==> src/rtl/sgi_pkg.sv <==
package sgi_pkg;
    localparam int NCPU  = 8;
    localparam int NID   = 16;
    localparam int CPUW  = $clog2(NCPU);
    localparam int IDW   = $clog2(NID);

    typedef enum logic [1:0] {
        FLT_LIST   = 2'b00,
        FLT_OTHERS = 2'b01,
        FLT_SELF   = 2'b10,
        FLT_RSVD   = 2'b11
    } filter_e;

    localparam logic [1:0] SGI_CFG_CODE = 2'b10;
endpackage

==> src/rtl/sgi_decode.sv <==
// Trigger decoder: turns a trigger word and requester number into a set of
// target CPUs, an ID and a security bit. It assumes the word is valid only
// while the write strobe is high. The reserved filter code yields no targets.
module sgi_decode
    import sgi_pkg::*;
#(
    parameter int NC = NCPU,
    parameter int NI = NID
) (
    input  logic                    we,
    input  logic [31:0]             wdata,
    input  logic [$clog2(NC)-1:0]   src,
    output logic [NC-1:0]           tgt,
    output logic [$clog2(NI)-1:0]   id,
    output logic                    sec
);
    filter_e         flt;
    logic [NC-1:0]   self_oh;

    assign flt = filter_e'(wdata[25:24]);
    assign id  = wdata[$clog2(NI)-1:0];
    assign sec = wdata[15];

    // Build a one-hot mask of the requester
    always_comb begin
        self_oh      = '0;
        self_oh[src] = 1'b1;
    end

    // Choose the target set from the filter code
    always_comb begin
        tgt = '0;
        if (we) begin
            case (flt)
                FLT_LIST:   tgt = wdata[16 +: NC];
                FLT_OTHERS: tgt = ~self_oh;
                FLT_SELF:   tgt = self_oh;
                default:    tgt = '0;
            endcase
        end
    end
endmodule

==> src/rtl/sgi_cpu_bank.sv <==
// Storage for one target CPU: a pending flag, source and security bit per ID.
// It assumes at most one set ID and one clear ID per cycle. When both name
// the same ID in the same cycle, the set wins.
module sgi_cpu_bank #(
    parameter int NI = 16,
    parameter int CW = 3
) (
    input  logic                  clk,
    input  logic                  rst_n,
    input  logic                  set_en,
    input  logic [$clog2(NI)-1:0] set_id,
    input  logic [CW-1:0]         set_src,
    input  logic                  set_sec,
    input  logic                  clr_en,
    input  logic [$clog2(NI)-1:0] clr_id,
    output logic [NI-1:0]         pend,
    output logic [NI*CW-1:0]      src,
    output logic [NI-1:0]         sec
);
    for (genvar i = 0; i < NI; i++) begin : g_id
        logic hit_set, hit_clr;
        assign hit_set = set_en && (set_id == i[$clog2(NI)-1:0]);
        assign hit_clr = clr_en && (clr_id == i[$clog2(NI)-1:0]);

        // Update one entry: reset, then set before clear
        always_ff @(posedge clk) begin
            if (!rst_n) begin
                pend[i]           <= 1'b0;
                src[i*CW +: CW]   <= '0;
                sec[i]            <= 1'b0;
            end else if (hit_set) begin
                pend[i]           <= 1'b1;
                src[i*CW +: CW]   <= set_src;
                sec[i]            <= set_sec;
            end else if (hit_clr) begin
                pend[i]           <= 1'b0;
            end
        end
    end
endmodule

==> src/rtl/sgi_dispatch.sv <==
// Top of the software-interrupt dispatcher. It decodes trigger writes and
// fans them out to one storage bank per target CPU. It assumes one trigger
// write per cycle and a synchronous active-low reset.
module sgi_dispatch
    import sgi_pkg::*;
#(
    parameter int NC = NCPU,
    parameter int NI = NID
) (
    input  logic                         clk,
    input  logic                         rst_n,
    input  logic                         trig_we,
    input  logic [31:0]                  trig_wdata,
    input  logic [$clog2(NC)-1:0]        trig_src,
    input  logic [NC-1:0]                ack_clr,
    input  logic [NC*$clog2(NI)-1:0]     ack_id,
    output logic [NC*NI-1:0]             pend,
    output logic [NC*NI*$clog2(NC)-1:0]  pend_src,
    output logic [NC*NI-1:0]             pend_sec,
    output logic [1:0]                   trig_cfg
);
    localparam int CW = $clog2(NC);
    localparam int IW = $clog2(NI);

    logic [NC-1:0] tgt;
    logic [IW-1:0] dec_id;
    logic          dec_sec;

    assign trig_cfg = SGI_CFG_CODE;

    sgi_decode #(.NC(NC), .NI(NI)) u_dec (
        .we    (trig_we),
        .wdata (trig_wdata),
        .src   (trig_src),
        .tgt   (tgt),
        .id    (dec_id),
        .sec   (dec_sec)
    );

    for (genvar c = 0; c < NC; c++) begin : g_cpu
        sgi_cpu_bank #(.NI(NI), .CW(CW)) u_bank (
            .clk     (clk),
            .rst_n   (rst_n),
            .set_en  (tgt[c]),
            .set_id  (dec_id),
            .set_src (trig_src),
            .set_sec (dec_sec),
            .clr_en  (ack_clr[c]),
            .clr_id  (ack_id[c*IW +: IW]),
            .pend    (pend[c*NI +: NI]),
            .src     (pend_src[c*NI*CW +: NI*CW]),
            .sec     (pend_sec[c*NI +: NI])
        );
    end
endmodule

==> config.mk <==
export PLATFORM = sky130hd
export DESIGN_NAME = sgi_dispatch
export DESIGN_NICKNAME = d
export VERILOG_FILES = /design/src/rtl/sgi_pkg.sv /design/src/rtl/sgi_decode.sv /design/src/rtl/sgi_cpu_bank.sv /design/src/rtl/sgi_dispatch.sv
export SDC_FILE = /design/constraint.sdc
export NUM_CORES = 1
export LEC_CHECK = 0
export ABC_AREA = 1
export BUFFER_PORTS_ARGS = -buffer_cell sky130_fd_sc_hd__buf_2
export CAP_MARGIN = 20
export CORE_AREA = 5 5 281 283
export DETAILED_ROUTE_END_ITERATION = 12
export DIE_AREA = 0 0 286 288
export SYNTH_ARGS = -nofsm -noshare
export SYNTH_HDL_FRONTEND = slang
export SYNTH_SLANG_ARGS = --single-unit
==> constraint.sdc <==
create_clock -name clk -period 4 [get_ports clk]
set_clock_uncertainty 0.1 [all_clocks]
set_input_delay 0.4 -clock clk [delete_from_list [all_inputs] [get_ports clk]]
set_output_delay 0.4 -clock clk [all_outputs]
set_load 0.05 [all_outputs]
==> summary.md, run 1 <==
* crit share post-route: 59.16%
* worst slew pin tran: 1.158 ns
* Synth Register Bits: 640
* max-slew headroom at the worst pin: 22.80%
* portion of the post-synthesis area used by sequential elements: 45.71%
* Antenna Violating Nets Remaining: 0
* placed insts: 5,663
* sum of net half-perimeters after detailed placement: 79,470 um
* TritonCTS clock tree: done
* PortBufs: 700
* synthesized-area fraction occupied by ao, oa, aoi and oai cells: 3.575%
* commonest non-fill, non-tap cells in the layout: 1,084 x sky130_fd_sc_hd__nand2_1, 953 x sky130_fd_sc_hd__nor2_1, 696 x sky130_fd_sc_hd__buf_2
* Critical Path Fanout Max: 42
* cts repair resizes: 0
* vias in the first global route: 25,130
* global-route wire length before repair: 164,200 um
* most common cell after layout, fill and taps aside: sky130_fd_sc_hd__nand2_1
* share of cells above drive strength 1: 20.40%
* Starting DRT DRC Count: 2,093
* area share of and/or/nand/nor cells after synthesis: 39.24%
* number of nets produced by synthesis: 4,234
* warnings from Yosys: 0
* WL final: 112,700 um
* total track usage: 25.92%
* maximum VDD drop: 0.2955 mV
* maximum clock path buffer count: 3
* area growth from synthesis to layout: 24.28%
* total congestion overflow: 0
* total of max-cap violations: 0
* effective utilization at floorplan: 36.67%
* die height: 288 um
* die width: 286 um
* IO Pins: 720
* worst hold path class: in2reg
* number of buffers inserted during clock tree synthesis: 74
* Cell Area, Synth: 28,030 um2
* crit path kind: in2reg
* sort of element at the start of the critical path: input pin
* number of sinks driven by the clock tree: 640
* CTS Root Cell: sky130_fd_sc_hd__clkbuf_16
* arrival time of the worst setup path: 2.76 ns
* post-synthesis share of cell area spent on xor and xnor gates: 0%
* Pre-Repair DR Iteration Count: 6
* gate count of the mapped netlist: 4,156
* pin count of the biggest net entering global routing: 169
* unrepaired setup endpoints after global routing: false
* quantity of hold-fixing buffers added after cts: 0
* main combinational cell family by area after synthesis: simple AND/OR/NAND/NOR gates
* Die Footprint: 82,370 um2
* count of fill cells added during filler insertion: 7,925
* number of antenna violations at the first check in global routing: 18
* area of the multi-input gates: 12,040 um2
* share of cell area taken by muxes after synthesis: 0%
* shortest clock period the worst path allows after layout: 2.367 ns
* clock-pin slew reported for the worst setup and hold paths after clock tree synthesis: 0.06 ns
* required arrival time at the worst endpoint: 4.40 ns
* Core Region: 76,450 um2
* Placement Rows: 102
* minimum setup slack after placement: 0.9932 ns
* final total negative setup slack: 0 ns
* mean number of vias per cell: 4.727
* final setup fails: 0
* final worst slack: 1.633 ns
* Post-Synthesis Mean Instance Area: 6.745 um2
* Setup Buffers After CTS: 0
* count of nets after finishing: 4,829
* post-synthesis cell type count: 26
* result of the run: complete, no violations
* highest attainable clock frequency: 0.4226 GHz
* pins over their slew limit: 0
* maximum level of the CTS H-tree: 3
* PwrDens: 432.1 nW/um2
* DRC: 0
* clock latency on the worst-skew pair: 0.62 ns
* DR WL/cell: 19.43 um
* number of endpoints with negative hold slack in the final report: 0
* weighted congestion reported at the end of routability-driven placement: 0.8539
* number of vias after detailed routing: 27,418
* total leakage power: 0.01801 uW
* Seq. cell area: 12,810 um2
* sort of element at the end of the critical path: register
* Final Non-Filler Cells: 5,800
* Adder-Cell Fraction of Synth Area: 0%
## worst max-delay path, stage by stage
cell and delay [ns]:
sky130_fd_sc_hd__buf_4 0.49, sky130_fd_sc_hd__clkinv_2 0.28, sky130_fd_sc_hd__nand4_2 0.60, sky130_fd_sc_hd__nand4_1 0.64
sky130_fd_sc_hd__nor2_1 0.27, sky130_fd_sc_hd__nor2_1 0.07
## layer usage
layer  wire length, um  part of all wire (%)  track usage [%]  up-vias
li1                  -                     -                -    13811
met4              4717                   4.2            10.16       16
met1             46450                    41            31.94    12445
met5                93                 0.083                0        -
met3              8834                   7.8            6.572      223
met2             52570                    47            43.60      923
## state kept, by name (all words and copies together) (netlist names)
signal and flops:
g_cpu.u_bank.sec 128, g_cpu.u_bank.pend 128, g_cpu.u_bank.src 384
## metrics by stage
| step | hold WS, ns | utilization [%] | total power [uW] | instance area, um2 |
|---|---|---|---|---|
| detailed placement | 0.3503 | 42.21 | 8034 | 32270 |
| CTS | 0.003287 | 45.54 | 15180 | 34810 |
| global route | 0.03226 | 45.54 | 15550 | 34810 |
| finish | 0.05373 | 45.57 | 15050 | 34840 |
| floorplan | 0.4849 | - | 7609 | 28030 |
| global placement | 0.3482 | 42.21 | 8029 | 32270 |
## logic make-up after synthesis
family,Yosys count
simple gates,2508
other cells,2
buf+inv,819
flops,640
compound gates,187
## final timing paths
kind | start | endpoint | slack (ns) | cells after the start
worst min register to register | g_cpu[0].u_bank.pend[8] | g_cpu[0].u_bank.pend[8] | 0.36 | 2
worst max-delay path | trig_src[2] | g_cpu[3].u_bank.src[37] | 1.63 | 6
worst max register to register | g_cpu[7].u_bank.src[1] | g_cpu[7].u_bank.src[1] | 3.01 | 4
worst min-delay path | ack_id[19] | g_cpu[4].u_bank.pend[0] | 0.05 | 3
## power breakdown
group | leakage [uW] | internal [uW] | switching, uW | total [uW]
clock network | 0.00125 | 4340 | 2810 | 7150
registers | 0.00516 | 6460 | 45.1 | 6510
logic | 0.0116 | 275 | 1120 | 1400
## synthesized netlist by cell type, drive strengths merged
cell | count | area, um2
nand4 | 181 | 1602
conb | 2 | 7.510
o21ai | 43 | 215.2
dfxtp | 640 | 12810
nor2 | 993 | 3918
o31ai | 13 | 97.59
nor3 | 1 | 5.000
nand2 | 1097 | 4150
clkbuf | 131 | 491.7
buf | 100 | 508.0
inv | 588 | 2210
nand3 | 236 | 1326
a21oi | 131 | 689.4
## final cells by class
cell class | instances | area share [%]
Antenna cell | 9 | 0.06465
Tap cell | 988 | 3.548
Timing Repair Buffer | 750 | 11.40
Sequential cell | 640 | 36.78
Multi-Input combinational cell | 2697 | 34.55
Clock buffer | 109 | 6.336
Clock inverter | 19 | 0.9733
Inverter | 588 | 6.353
Power figures use the tool's default switching activity.
==> inputs of run 2 (changes only) <==
Clock period 4 ns to 2.2 ns, I/O delays scaled along.
==> run 2 against run 1 <==
- global-route usage grew 0.64 points
- routed wire length grew 1.8%
- largest cell class unchanged
- clock power grew 76%
- critical endpoint is now g_cpu[3].u_bank.pend[0]
- flip-flop and latch count is the same
- via count grew 3.6%
- first-iteration DRC count grew 2.2%
- critical path type unchanged
- cell area grew 4.5%
- total power grew 81%
- final cell count grew 2.5%
- critical path depth grew 2
- count of clock-buffer cells in the layout grew 1
- highest routed layer unchanged
- sequential share of layout area shrank 1.6 points
==> summary.md, run 2 (synthesis gave the netlist of run 1 again) <==
* worst slew pin tran: 0.9315 ns, -0.2265 ns
* number of vias after detailed routing: 28,400, +3.6%
* Final Non-Filler Cells: 5,946, +2.5%
* final total negative setup slack: 0 ns, unchanged
* vias in the first global route: 26,325, +4.8%
* count of nets after finishing: 4,975, +3.0%
* Starting DRT DRC Count: 2,139, +2.2%
* Antenna Violating Nets Remaining: 0, unchanged
* commonest non-fill, non-tap cells in the layout: 1,084 x sky130_fd_sc_hd__nand2_1, 953 x sky130_fd_sc_hd__nor2_1, 696 x sky130_fd_sc_hd__buf_2
* number of endpoints with negative hold slack in the final report: 0, unchanged
* total leakage power: 0.01871 uW, +3.9%
* internal power of the cells: 19,880 uW, +79%
* most common cell after layout, fill and taps aside: sky130_fd_sc_hd__nand2_1
* share of cells above drive strength 1: 21.44%, +1.0 points
* PwrDens: 748.9 nW/um2, +73%
* crit share post-route: 95.59%
* DRC: 0, unchanged
* total track usage: 26.56%, +0.64 points
* WL final: 114,700 um, +1.8%
* maximum clock path buffer count: 3, unchanged
* global-route wire length before repair: 169,100 um, +2.9%
* Pre-Repair DR Iteration Count: 6, unchanged
* IO Pins: 720, unchanged
* biggest cell delay along the critical path: 0.58 ns, -0.06 ns
* combinational power share: 10.3%, +1.0 points
* shortest clock period the worst path allows after layout: 2.103 ns
* pins over their slew limit: 0, unchanged
* cell breakdown of the critical path: dlygate4sd3_1, buf_2, nor2_1, dlygate4sd3_1, nand2_1, o31ai_2, dlygate4sd3_1, a21oi_1
* highest attainable clock frequency: 0.4755 GHz
* clock latency on the worst-skew pair: 0.61 ns, about the same
* met2 usage in global routing: 44.66%, +1.1 points
* global route hottest layer: met2
* number of cells on the worst hold path: 5, +2
* final setup fails: 0, unchanged
* total congestion overflow: 0, unchanged
* DR WL/cell: 19.30 um, -0.66%
* unrepaired setup endpoints after global routing: false
* maximum VDD drop: 0.4798 mV, +62%
* number of sinks driven by the clock tree: 640, unchanged
* maximum level of the CTS H-tree: 3, unchanged
* worst hold path class: in2reg
* die width: 286 um, unchanged
* Final Util: 47.64%, +2.1 points
* crit path kind: in2reg
* final non-filler cell area: 36,420 um2, +4.5%
* weighted congestion reported at the end of routability-driven placement: 0.8719, +2.1%
* mean number of vias per cell: 4.776, +1.0%
* CTS Root Cell: sky130_fd_sc_hd__clkbuf_16
* placed insts: 5,734, +1.3%
* clock group share of total power: 46.4%, -1.1 points
* total of max-cap violations: 0, unchanged
* number of antenna violations at the first check in global routing: 4, -14
* Largest Register: g_cpu.u_bank.src
* result of the run: complete, no violations
* PortBufs: 700, unchanged
* global routing met1 resource utilization: 33.35%, +1.4 points
* arrival time of the worst setup path: 2.50 ns, -0.26 ns
* met3 track demand over resource in global routing: 6.310%, -0.26 points
* Critical Path Fanout Max: 4, -90%
* Net Sw Power: 7398 uW, +86%
* effective utilization at floorplan: 36.67%, unchanged
* slowest stage cell, crit path: sky130_fd_sc_hd__dlygate4sd3_1
* pin count of the biggest net entering global routing: 118, -30%
* Regs by FF count: g_cpu.u_bank.src x384, g_cpu.u_bank.pend x128, g_cpu.u_bank.sec x128
* Placement Rows: 102, unchanged
* max reg flops: 384, unchanged
* count of fill cells added during filler insertion: 7,811, -1.4%
* reg2reg path depth: 3, -1
* Die Footprint: 82,370 um2, unchanged
* sort of element at the end of the critical path: register
* sum of net half-perimeters after detailed placement: 82,400 um, +3.7%
* worst slack on hold paths: 0.04409 ns, -0.009638 ns
* required arrival time at the worst endpoint: 2.60 ns, -1.80 ns
* cell mode on critical path: sky130_fd_sc_hd__dlygate4sd3_1
* TritonCTS clock tree: done
* Seq pwr share: 43.4%, +0.2 points
* sort of element at the start of the critical path: input pin
* Core Region: 76,450 um2, unchanged
* number of buffers inserted during clock tree synthesis: 74, unchanged
* die height: 288 um, unchanged
* Antenna diodes: 0, -9
* clock-pin slew reported for the worst setup and hold paths after clock tree synthesis: 0.06 ns, about the same
* area growth from synthesis to layout: 29.92%
* cell area reported after detailed placement: 33,160 um2, +2.8%
* max-slew headroom at the worst pin: 37.90%, +15 points
* switching part of the total power: 27.13%, +0.72 points
run 2: cell types whose count changed in the layout (fill, tap and decap cells not counted), moves of 3 or more:
cell / before / now
sky130_fd_sc_hd__diode_2: 9 / 0
sky130_fd_sc_hd__clkinv_2: 7 / 15
sky130_fd_sc_hd__buf_4: 47 / 90
sky130_fd_sc_hd__dlygate4sd3_1: 0 / 73
sky130_fd_sc_hd__bufinv_16: 8 / 4
sky130_fd_sc_hd__buf_12: 6 / 36
sky130_fd_sc_hd__clkbuf_8: 16 / 19
run 2: through the flow:
stage          setup slack, ns  total power (uW)
6_report               0.09709             27270
5_1_grt                0.02514             28190
4_1_cts                0.02243             27490
3_5_place_dp          -0.07158             14780
3_3_place_gp         0.0009264             14770
2_1_floorplan           0.6820             13830
run 2: power by group through the flow:
stage / clock network, uW / logic (uW) / registers [uW]
2_1_floorplan: 0 / 1220 / 12600
3_3_place_gp: 0 / 2690 / 12100
3_5_place_dp: 0 / 2700 / 12100
4_1_cts: 12900 / 2790 / 11800
5_1_grt: 13400 / 2990 / 11800
6_report: 12600 / 2800 / 11800
run 2: layer usage:
| metal | vias to the layer above | routed length (um) |
|---|---|---|
| met5 | - | 32 |
| met4 | 4 | 4503 |
| met3 | 214 | 8328 |
| met2 | 958 | 53570 |
| met1 | 13096 | 48310 |
| li1 | 14128 | - |
run 2: repair_timing:
item,in CTS,in global routing
setup endpoints to repair,0,27
hold buffers,73,0
endpoints found under the hold margin,139,0
buffers inserted,0,2
gates resized for setup,0,1
run 2: worst max-delay path, delay by kind of cell:
kind            cells  cell delay, ns
buf+inv             4            1.82
compound gates      2            0.26
simple gates        2            0.20
run 2: worst paths after layout:
path	from	endpoint	slack [ns]
setup reg to reg	g_cpu[7].u_bank.pend[15]	g_cpu[7].u_bank.pend[15]	0.88
hold reg to reg	g_cpu[3].u_bank.pend[4]	g_cpu[3].u_bank.pend[4]	0.36
setup / recovery	ack_id[13]	g_cpu[3].u_bank.pend[0]	0.1
hold / removal	trig_src[1]	g_cpu[5].u_bank.src[1]	0.04
run 2: layout make-up:
class	count	area (um2)	area share, %
flip-flops and latches	640	12810	35.18
multi-input cells	2697	12040	33.06
repair buffers	896	5625	15.45
inverters	588	2213	6.078
clock buffers	110	2198	6.036
well taps	988	1236	3.394
clock inverters	27	292.8	0.8039
